===== config.mk =====
export PLATFORM = sky130hd
export DESIGN_NAME = spi_master_core
export DESIGN_NICKNAME = d
export VERILOG_FILES = /design/src/rtl/spi_core_pkg.sv /design/src/rtl/spi_word_fifo.sv /design/src/rtl/spi_shift_engine.sv /design/src/rtl/spi_master_core.sv
export SDC_FILE = /design/constraint.sdc
export NUM_CORES = 1
export LEC_CHECK = 0
export ABC_CLOCK_PERIOD_IN_PS = 6000
export BUFFER_PORTS_ARGS = -buffer_cell sky130_fd_sc_hd__buf_2
export CAP_MARGIN = 20
export CORE_MARGIN = 1
export CORE_UTILIZATION = 60
export CTS_CLUSTER_SIZE = 20
export DETAILED_ROUTE_END_ITERATION = 16
export PLACE_DENSITY = 0.79
export SLEW_MARGIN = 25
export SYNTH_ARGS = -nofsm -noshare
export SYNTH_HDL_FRONTEND = slang
export SYNTH_HIERARCHICAL = 1
export SYNTH_SLANG_ARGS = --single-unit

===== constraint.sdc =====
create_clock -name clk -period 6 [get_ports clk]
set_input_delay 1.2 -clock clk [delete_from_list [all_inputs] [get_ports clk]]
set_output_delay 1.2 -clock clk [all_outputs]
set_load 0.01 [all_outputs]

===== src/rtl/spi_core_pkg.sv =====
package spi_core_pkg;

    localparam logic [7:0] OFS_CTRL = 8'h60;
    localparam logic [7:0] OFS_STAT = 8'h64;
    localparam logic [7:0] OFS_TXD  = 8'h68;
    localparam logic [7:0] OFS_RXD  = 8'h6C;
    localparam logic [7:0] OFS_SSEL = 8'h70;

    localparam int CB_EN     = 1;
    localparam int CB_MASTER = 2;
    localparam int CB_CPOL   = 3;
    localparam int CB_CPHA   = 4;
    localparam int CB_TXCLR  = 5;
    localparam int CB_RXCLR  = 6;
    localparam int CB_MANUAL = 7;
    localparam int CB_INHIB  = 8;
    localparam int CB_LSB    = 9;

    typedef enum logic [1:0] {
        ST_IDLE,
        ST_LEAD,
        ST_TRAIL
    } shift_state_t;

    typedef struct packed {
        logic lsb_first;
        logic inhibit;
        logic manual;
        logic cpha;
        logic cpol;
        logic master;
        logic en;
    } ctrl_t;

endpackage


===== src/rtl/spi_word_fifo.sv =====
module spi_word_fifo #(
    parameter int W     = 8,
    parameter int DEPTH = 16
) (
    input  logic                       clk,
    input  logic                       rst_n,
    input  logic                       clr,
    input  logic                       push,
    input  logic [W-1:0]               din,
    input  logic                       pop,
    output logic [W-1:0]               dout,
    output logic [$clog2(DEPTH):0]     count,
    output logic                       empty,
    output logic                       full
);
    localparam int AW = (DEPTH > 1) ? $clog2(DEPTH) : 1;
    localparam int CW = $clog2(DEPTH) + 1;

    logic [W-1:0]  store [DEPTH];
    logic [AW-1:0] wr_ptr;
    logic [AW-1:0] rd_ptr;
    logic [CW-1:0] fill;
    logic          do_push;
    logic          do_pop;

    assign empty   = (fill == '0);
    assign full    = (fill == CW'(DEPTH));
    assign do_push = push && !full;
    assign do_pop  = pop && !empty;
    assign dout    = store[rd_ptr];
    assign count   = fill;

    function automatic logic [AW-1:0] bump(input logic [AW-1:0] p);
        return (p == AW'(DEPTH - 1)) ? '0 : p + 1'b1;
    endfunction

    always_ff @(posedge clk or negedge rst_n) begin
        if (!rst_n) begin
            wr_ptr <= '0;
            rd_ptr <= '0;
            fill   <= '0;
        end else if (clr) begin
            wr_ptr <= '0;
            rd_ptr <= '0;
            fill   <= '0;
        end else begin
            if (do_push) wr_ptr <= bump(wr_ptr);
            if (do_pop)  rd_ptr <= bump(rd_ptr);
            unique case ({do_push, do_pop})
                2'b10:   fill <= fill + 1'b1;
                2'b01:   fill <= fill - 1'b1;
                default: fill <= fill;
            endcase
        end
    end

    always_ff @(posedge clk) begin
        if (do_push && !clr) store[wr_ptr] <= din;
    end

endmodule


===== src/rtl/spi_shift_engine.sv =====
module spi_shift_engine
    import spi_core_pkg::*;
#(
    parameter int W        = 8,
    parameter int HALF_DIV = 2
) (
    input  logic         clk,
    input  logic         rst_n,
    input  logic         run,
    input  logic         cpol,
    input  logic         cpha,
    input  logic         lsb_first,
    input  logic         tx_avail,
    input  logic [W-1:0] tx_word,
    input  logic         miso,
    output logic         tx_pop,
    output logic         rx_push,
    output logic [W-1:0] rx_word,
    output logic         sclk,
    output logic         mosi,
    output logic         busy,
    output logic         done
);
    localparam int BW = $clog2(W);
    localparam int DW = (HALF_DIV > 1) ? $clog2(HALF_DIV) : 1;

    shift_state_t  state;
    shift_state_t  nxt;
    logic [DW-1:0] div_cnt;
    logic [BW-1:0] bit_cnt;
    logic [W-1:0]  sh_tx;
    logic [W-1:0]  sh_rx;
    logic          mosi_q;
    logic          half_end;
    logic          last_bit;
    logic          load;

    function automatic logic [BW-1:0] pick(input logic [BW-1:0] n, input logic lsb);
        return lsb ? n : (BW'(W - 1) - n);
    endfunction

    assign half_end = (div_cnt == DW'(HALF_DIV - 1));
    assign last_bit = (bit_cnt == BW'(W - 1));
    assign load     = ((state == ST_IDLE) && run && tx_avail) ||
                      ((state == ST_TRAIL) && half_end && last_bit && run && tx_avail);

    // state register
    always_ff @(posedge clk or negedge rst_n) begin
        if (!rst_n) state <= ST_IDLE;
        else        state <= nxt;
    end

    // transitions
    always_comb begin
        nxt = state;
        unique case (state)
            ST_IDLE:  if (run && tx_avail) nxt = ST_LEAD;
            ST_LEAD:  if (half_end) nxt = ST_TRAIL;
            ST_TRAIL: begin
                if (half_end) begin
                    if (!last_bit)            nxt = ST_LEAD;
                    else if (run && tx_avail) nxt = ST_LEAD;
                    else                      nxt = ST_IDLE;
                end
            end
            default:  nxt = ST_IDLE;
        endcase
    end

    // datapath
    always_ff @(posedge clk or negedge rst_n) begin
        if (!rst_n) begin
            div_cnt <= '0;
            bit_cnt <= '0;
            sh_tx   <= '0;
            sh_rx   <= '0;
            mosi_q  <= 1'b0;
        end else begin
            if (state == ST_IDLE || half_end) div_cnt <= '0;
            else                              div_cnt <= div_cnt + 1'b1;

            if (state == ST_LEAD && half_end) begin
                if (!cpha) sh_rx[pick(bit_cnt, lsb_first)] <= miso;
                else       mosi_q <= sh_tx[pick(bit_cnt, lsb_first)];
            end

            if (state == ST_TRAIL && half_end) begin
                if (cpha) sh_rx[pick(bit_cnt, lsb_first)] <= miso;
                if (!last_bit) begin
                    bit_cnt <= bit_cnt + 1'b1;
                    if (!cpha) mosi_q <= sh_tx[pick(bit_cnt + 1'b1, lsb_first)];
                end
            end

            if (load) begin
                sh_tx   <= tx_word;
                bit_cnt <= '0;
                if (!cpha) mosi_q <= tx_word[pick('0, lsb_first)];
            end
        end
    end

    // outputs
    always_comb begin
        rx_word = sh_rx;
        if (cpha) rx_word[pick(bit_cnt, lsb_first)] = miso;
        rx_push = (state == ST_TRAIL) && half_end && last_bit;
        done    = rx_push && !tx_avail;
        tx_pop  = load;
        sclk    = (state == ST_TRAIL) ? ~cpol : cpol;
        mosi    = mosi_q;
        busy    = (state != ST_IDLE);
    end

endmodule


===== src/rtl/spi_master_core.sv =====
module spi_master_core
    import spi_core_pkg::*;
#(
    parameter int WORD_W     = 8,
    parameter int FIFO_DEPTH = 16,
    parameter int HALF_DIV   = 2,
    parameter int NUM_SS     = 4
) (
    input  logic              clk,
    input  logic              rst_n,
    input  logic              bus_wr,
    input  logic              bus_rd,
    input  logic [7:0]        bus_addr,
    input  logic [31:0]       bus_wdata,
    output logic [31:0]       bus_rdata,
    output logic              sclk,
    output logic              mosi,
    input  logic              miso,
    output logic [NUM_SS-1:0] ss_n,
    output logic              tx_done
);
    localparam int CNT_W = $clog2(FIFO_DEPTH) + 1;

    ctrl_t              ctl;
    logic [NUM_SS-1:0]  ss_reg;
    logic               wr_ctrl;
    logic               wr_txd;
    logic               wr_ss;
    logic               rd_rxd;
    logic               tx_clr;
    logic               rx_clr;
    logic               run;
    logic               busy;
    logic               tx_pop;
    logic               rx_push;
    logic [WORD_W-1:0]  tx_dout;
    logic [WORD_W-1:0]  rx_dout;
    logic [WORD_W-1:0]  rx_word;
    logic [CNT_W-1:0]   tx_cnt;
    logic [CNT_W-1:0]   rx_cnt;
    logic               tx_empty;
    logic               tx_full;
    logic               rx_empty;
    logic               rx_full;
    logic               unused_wdata;

    assign wr_ctrl = bus_wr && (bus_addr == OFS_CTRL);
    assign wr_txd  = bus_wr && (bus_addr == OFS_TXD);
    assign wr_ss   = bus_wr && (bus_addr == OFS_SSEL);
    assign rd_rxd  = bus_rd && (bus_addr == OFS_RXD);
    assign tx_clr  = wr_ctrl && bus_wdata[CB_TXCLR];
    assign rx_clr  = wr_ctrl && bus_wdata[CB_RXCLR];
    assign run     = ctl.en && ctl.master && !ctl.inhibit;
    assign unused_wdata = ^bus_wdata;

    always_ff @(posedge clk or negedge rst_n) begin
        if (!rst_n) begin
            ctl        <= '0;
            ctl.inhibit <= 1'b1;
            ss_reg     <= '1;
        end else begin
            if (wr_ctrl) begin
                ctl.en        <= bus_wdata[CB_EN];
                ctl.master    <= bus_wdata[CB_MASTER];
                ctl.cpol      <= bus_wdata[CB_CPOL];
                ctl.cpha      <= bus_wdata[CB_CPHA];
                ctl.manual    <= bus_wdata[CB_MANUAL];
                ctl.inhibit   <= bus_wdata[CB_INHIB];
                ctl.lsb_first <= bus_wdata[CB_LSB];
            end
            if (wr_ss) ss_reg <= bus_wdata[NUM_SS-1:0];
        end
    end

    spi_word_fifo #(.W(WORD_W), .DEPTH(FIFO_DEPTH)) u_txf (
        .clk   (clk),
        .rst_n (rst_n),
        .clr   (tx_clr),
        .push  (wr_txd),
        .din   (bus_wdata[WORD_W-1:0]),
        .pop   (tx_pop),
        .dout  (tx_dout),
        .count (tx_cnt),
        .empty (tx_empty),
        .full  (tx_full)
    );

    spi_word_fifo #(.W(WORD_W), .DEPTH(FIFO_DEPTH)) u_rxf (
        .clk   (clk),
        .rst_n (rst_n),
        .clr   (rx_clr),
        .push  (rx_push),
        .din   (rx_word),
        .pop   (rd_rxd),
        .dout  (rx_dout),
        .count (rx_cnt),
        .empty (rx_empty),
        .full  (rx_full)
    );

    spi_shift_engine #(.W(WORD_W), .HALF_DIV(HALF_DIV)) u_eng (
        .clk       (clk),
        .rst_n     (rst_n),
        .run       (run),
        .cpol      (ctl.cpol),
        .cpha      (ctl.cpha),
        .lsb_first (ctl.lsb_first),
        .tx_avail  (!tx_empty),
        .tx_word   (tx_dout),
        .miso      (miso),
        .tx_pop    (tx_pop),
        .rx_push   (rx_push),
        .rx_word   (rx_word),
        .sclk      (sclk),
        .mosi      (mosi),
        .busy      (busy),
        .done      (tx_done)
    );

    always_comb begin
        if (ctl.manual || busy) ss_n = ss_reg;
        else                    ss_n = '1;
    end

    always_comb begin
        bus_rdata = '0;
        unique case (bus_addr)
            OFS_CTRL: begin
                bus_rdata[CB_EN]     = ctl.en;
                bus_rdata[CB_MASTER] = ctl.master;
                bus_rdata[CB_CPOL]   = ctl.cpol;
                bus_rdata[CB_CPHA]   = ctl.cpha;
                bus_rdata[CB_MANUAL] = ctl.manual;
                bus_rdata[CB_INHIB]  = ctl.inhibit;
                bus_rdata[CB_LSB]    = ctl.lsb_first;
            end
            OFS_STAT: bus_rdata[3:0] = {tx_full, tx_empty, rx_full, rx_empty};
            OFS_RXD:  if (!rx_empty) bus_rdata = 32'(rx_dout);
            OFS_SSEL: bus_rdata = 32'(ss_reg);
            default:  bus_rdata = '0;
        endcase
    end

endmodule


# Yosys cells after proc, flatten, opt, wreduce, memory -nomap -nowiden
# Memories as Yosys holds them, arrays and structs flattened.
# Cells that the tools add are included.
# op_classes
n_addsub	12
n_lt_le_gt_ge	4
n_eq_ne	22
mux	64
n_bitwise	1
reduce_logical	47
# op_table
operator	n
2-to-1 mux 4 bit	13
2-to-1 mux 8 bit	6
== test 8 x 7 -> 1 bit (second input constant)	5
logical AND 1 bit	24
2-to-1 mux 22 bit	1
case mux 5 bit (2 select lines)	2
2-to-1 mux 1 bit	18
2-to-1 mux 3 bit	6
adder 4 x 1 -> 4 bit (second input constant)	4
bitwise mux 8 bit	2
== test 4 bit (second input constant)	4
< comparator 3 x 4 -> 1 bit (second input constant)	3
case mux 3 bit (4 select lines)	1
nonzero test 2 bit	6
adder 5 x 1 -> 5 bit (second input constant)	2
== test 5 bit (second input constant)	2
zero test 5 bit	2
2-to-1 mux 2 bit	5
2-to-1 mux 5 bit	2
subtractor 5 x 1 -> 5 bit (second input constant)	2
binary-select mux 1 bit (select 3 bit)	3
zero test 1 bit	7
== test 2 x 1 -> 1 bit (second input constant)	3
== test 2 bit (second input constant)	3
18 further kinds	24
# word_totals
regBits	60
mem_bits_rw	256
inputBits	45
output_inout_bits	39
word_cells	172
mem_count	2
# memory_table
name	words	width	read_ports	rd_ports_with_merged_regs	wr	line	text
u_rxf.store	16	8	1	0	1	spi_word_fifo.sv:19	logic [W-1:0] store [DEPTH];
u_txf.store	16	8	1	0	1	spi_word_fifo.sv:19	

# Longest topological paths before layout
# depth
word_depth	12
ltp_mapped	15
depth_no_buf	13

# Modules after synthesis
# The synthesis kept the hierarchy.
# by_module_without_submodules
module	n_inst	cells_per_inst	area_each_um2	seq_area_each_um2
spi_word_fifo (u_rxf)	1	360	5955.7	4169.0
spi_word_fifo (u_txf)	1	359	5903.2	4169.0
spi_shift_engine	1	188	1868.0	575.6
spi_master_core	1	90	935.9	281.5

# Worst setup path after synthesis
# Ideal clock, no wire load.
# synth_timing
path_type	input -> register
from	in bus_addr[4]
to	reg u_txf.fill[4], in the netlist u_txf/count[4]
setup_time_ns	0.137
arrival_ns	3.321
setup_slack_ns	2.542
cell_stages	11
cell_sequence	buf_4 > and4bb_1 > and3_2 > o41a_1 > or2_2 > inv_1 > ha_1 > nor2b_1 > o21a_1 > a2111oi_0 > nor3_1
# synth_between
elab_chain_len	6
elab_cells_between_ends	11
cone_classes	4 x eq/ne; 2 x mux; 5 x reduce/logical
# synth_lines
item	line	text
from (decl)	spi_master_core.sv:13	input logic [7:0] bus_addr,
== test 8 x 7 -> 1 bit *	spi_master_core.sv:48	assign wr_txd = bus_wr && (bus_addr == OFS_TXD);
logical AND 1 bit *	spi_master_core.sv:48	
via wr_txd	spi_master_core.sv:27	logic wr_txd;
logical AND 1 bit *	spi_word_fifo.sv:28	assign do_push = push && !full;
== test 2 x 1 -> 1 bit / == test 2 bit (equally long branches)	spi_word_fifo.sv:49	unique case ({do_push, do_pop})
case mux 5 bit (2 select lines)	spi_word_fifo.sv:49	
2-to-1 mux 5 bit	spi_word_fifo.sv:42	end else if (clr) begin
to (signal assigned)	spi_word_fifo.sv:50	2'b10: fill <= fill + 1'b1;
to (signal assigned)	spi_word_fifo.sv:51	2'b01: fill <= fill - 1'b1;
to (signal assigned)	spi_word_fifo.sv:52	default: fill <= fill;
to (decl)	spi_word_fifo.sv:22	logic [CW-1:0] fill;
# The timed path passes the listed nets; every way through them passes the cells marked *.
# A chain may end at the register's enable or synchronous reset.

# Worst setup path in the final report
# layout_timing
from	reg u_rxf.rd_ptr[1]
to	out bus_rdata[2]
# layout_between
elab_chain_len	3
# layout_lines
item	line	text
from (decl)	spi_word_fifo.sv:21	logic [AW-1:0] rd_ptr;
from (signal assigned)	spi_word_fifo.sv:48	if (do_pop) rd_ptr <= bump(rd_ptr);
memory (16 x 8 bit)	n/a	
via rx_dout[2]	spi_master_core.sv:37	logic [WORD_W-1:0] rx_dout;
2-to-1 mux 8 bit	spi_master_core.sv:138	OFS_RXD: if (!rx_empty) bus_rdata = 32'(rx_dout);
case mux 3 bit (4 select lines)	spi_master_core.sv:127	unique case (bus_addr)
to (decl)	spi_master_core.sv:15	output logic [31:0] bus_rdata,
# The timed path passes the listed nets, and every way through them passes these cells.

==> flow_summary.json <==
{
  "run_status": "finished, final reports clean",
  "cp-endpoint": "bus_rdata[2]",
  "netlist_top_cells_area": "edfxtp_1 52%, dfrtp_1 9.4%, mux2i_1 6.3%, mux4_2 5.4%, a221oi_1 2.0%",
  "drtIter0Drc": 767,
  "powerDensity_nw_per_um2": 295,
  "track_usage": 0.252,
  "clockBufferDepth": 3,
  "grt_overflow": 0,
  "gp_congestion": 0.814,
  "setup_viol": 0,
  "hold_depth": 2,
  "design.die.area_um2": 25100,
  "max_freq_mhz": 213,
  "crit_required_ns": 4.80,
  "finClkSkew_ns": 0.0139,
  "nFillCells": 1603,
  "vdd_ir_drop_max_v": 0.000387,
  "rows": 56,
  "synth.top_cell.area_share": 0.524,
  "first_pass_iters": 6,
  "wl_mm": 30.6,
  "vias": 8629,
  "syn_area_per_cell_um2": 14.7,
  "nNetsFinal": 1089,
  "worstPathArrival_ns": 3.49,
  "wl_per_cell_um": 22.4,
  "postCtsSetupBuffers": 0,
  "power.total_mw": 4.72,
  "timing.rr.end": "u_rxf/store[14][5]",
  "area_delta_synth_final_pct": 8.91,
  "post_cts_resized": 0,
  "synth_top_cell_by_area": "edfxtp_1",
  "viasPerCell": 6.32,
  "port-buffer-count": 39,
  "synth.distinct_cells": 94,
  "tightest_slew_ns": 0.987,
  "final_layout_size_suffix_gt1_frac": 0.196,
  "antenna_found_initial": 1,
  "post-synth-top-count-cell": "edfxtp_1",
  "clkSinkCount": 316,
  "cap_violations": 0,
  "reg2reg_depth": 8,
  "grt_pass1_wl_mm": 46.7,
  "yosysWarnings": 6,
  "worst-path-max-fanout": 21,
  "p_leak_nw": 6.10,
  "final_hold_viol_count": 0,
  "reg_top3": "u_rxf/store: 128 flops, u_txf/store: 128 flops",
  "die_height_um": 158,
  "initial_core_util": 0.617,
  "synth-edff-count": 256,
  "synth_cells": 997,
  "cp-end-kind": "output pin",
  "ys_ff_latch": 316,
  "startpoint_type": "flip-flop",
  "ant_nets": 0,
  "fin_crit_sh": 0.781,
  "dp_slack_ns": 1.70,
  "finalCriticalPeriod_ns": 4.69,
  "core-area_um2": 23800,
  "clockRootBuffer": "clkbuf_16",
  "min-delay-start": "u_eng/sh_rx[1]",
  "synth.yosys.seq_area_share": 0.627,
  "grt_max_degree": 61,
  "hold_path_class": "reg2reg",
  "rsz0062_at_grt": "false",
  "finalWorstSetupSlack_ns": 1.31,
  "path_class": "reg2out",
  "tritoncts": "yes",
  "ff2ff_setup_slack_ns": 1.80,
  "tns_ns": 0,
  "clk_pin_slew_ns": 0.06,
  "h-tree-depth": 1,
  "cts_buffers": 31,
  "drc": 0,
  "dieWidth_um": 158,
  "syn_area_um2": 14700,
  "synthTopCellsByCount": "256 x edfxtp_1, 93 x mux2i_1, 68 x nor2_1",
  "cp-startpoint": "u_rxf/rd_ptr[1]",
  "timing.rr.start": "u_eng/bit_cnt[1]",
  "ctsHoldBuffers": 0,
  "clk_latency_ns": 0.55,
  "grt_pass1_vias": 8203,
  "synth_top_flop_cell": "edfxtp_1",
  "io_pins": 84,
  "maxSlewHeadroom": 0.337,
  "slew_viol_final": 0,
  "place_hpwl_mm": 19.7,
  "final_core_utilization": 0.672,
  "synth-async-reset-ratio": 0.190
}
[final cells by class]
type / instances / area [µm²] / share of cell area
inverters: 31 / 119 / 0.00744
diodes: 1 / 2.50 / 0.000157
well taps: 319 / 399 / 0.0250
repair buffers: 52 / 293 / 0.0183
flip-flops and latches: 316 / 9200 / 0.576
clock buffers: 44 / 855 / 0.0535
clock inverters: 11 / 105 / 0.00658
multi-input cells: 592 / 5000 / 0.313
[layer usage]
metal,global-route usage,up-vias,routed length (µm)
met5,0,-,0
met4,0.0623,0,635
met3,0.0332,51,1920
met2,0.425,334,15400
met1,0.348,4363,12700
li1,-,3881,-
[critical path, cell delays in order (launching register included)]
cell	delay [ns]
dfrtp_1	0.96
and2_1	0.76
a221oi_1	0.28
o21ai_0	0.27
nand2_1	0.13
a221o_1	0.37
buf_2	0.15
[layout by cell type (no fill, tap or decap), types with 8 or more instances in the layout]
cell and n:
nor3_1 14, ha_1 18, a221oi_1 33, a21oi_1 16, nand2_1 50, mux2_4 8, edfxtp_1 256, buf_2 39
inv_1 29, o21ai_0 25, buf_4 13, mux4_2 35, clkbuf_16 31, mux2_1 9, clkbuf_1 10, nor2_1 68
dfrtp_1 52, mux2_2 16, o21ai_1 14, and2_1 8, a22oi_1 16, mux2i_1 91, conb_1 22, nor2b_1 9
[cell families (layout without fill, tap and decap cells)]
| group | count (synthesis) | in the layout | synth area share |
|---|---|---|---|
| AOI/OAI and AO/OA | 160 | 160 | 0.0825 |
| xor gates and xnor gates | 8 | 8 | 0.00478 |
| adders and majority gates | 20 | 20 | 0.0181 |
| buffers and inverters | 110 | 138 | 0.0404 |
| DFF | 316 | 316 | 0.627 |
| muxes | 162 | 162 | 0.146 |
| other | 1 | 23 | 0.000256 |
| and+or+nand+nor | 220 | 220 | 0.0804 |
[power breakdown]
group / internal [mW] / total, mW / switching, mW
registers: 2.41 / 2.48 / 0.0683
logic: 0.161 / 0.390 / 0.229
clock network: 1.07 / 1.85 / 0.778
[metrics by stage]
step / cells / hold slack (ns) / instance area (µm²)
6_report: 1366 / 0.546 / 16000
3_3_place_gp: 1310 / 0.520 / 15000
3_5_place_dp: 1310 / 0.530 / 15000
2_1_floorplan: 1018 / 0.500 / 14700
5_1_grt: 1365 / 0.567 / 16000
4_1_cts: 1365 / 0.543 / 16000
[worst min-delay path by stage]
stage / to / slack [ns]
global placement: u_eng/sh_rx[3] / 0.52
detailed placement: ctl[1] / 0.53
finish: u_eng/sh_rx[1] / 0.55
floorplan: u_eng/sh_rx[1] / 0.50
global route: ctl[1] / 0.57
CTS: ctl[1] / 0.54
(Power assumes the default switching activity.)
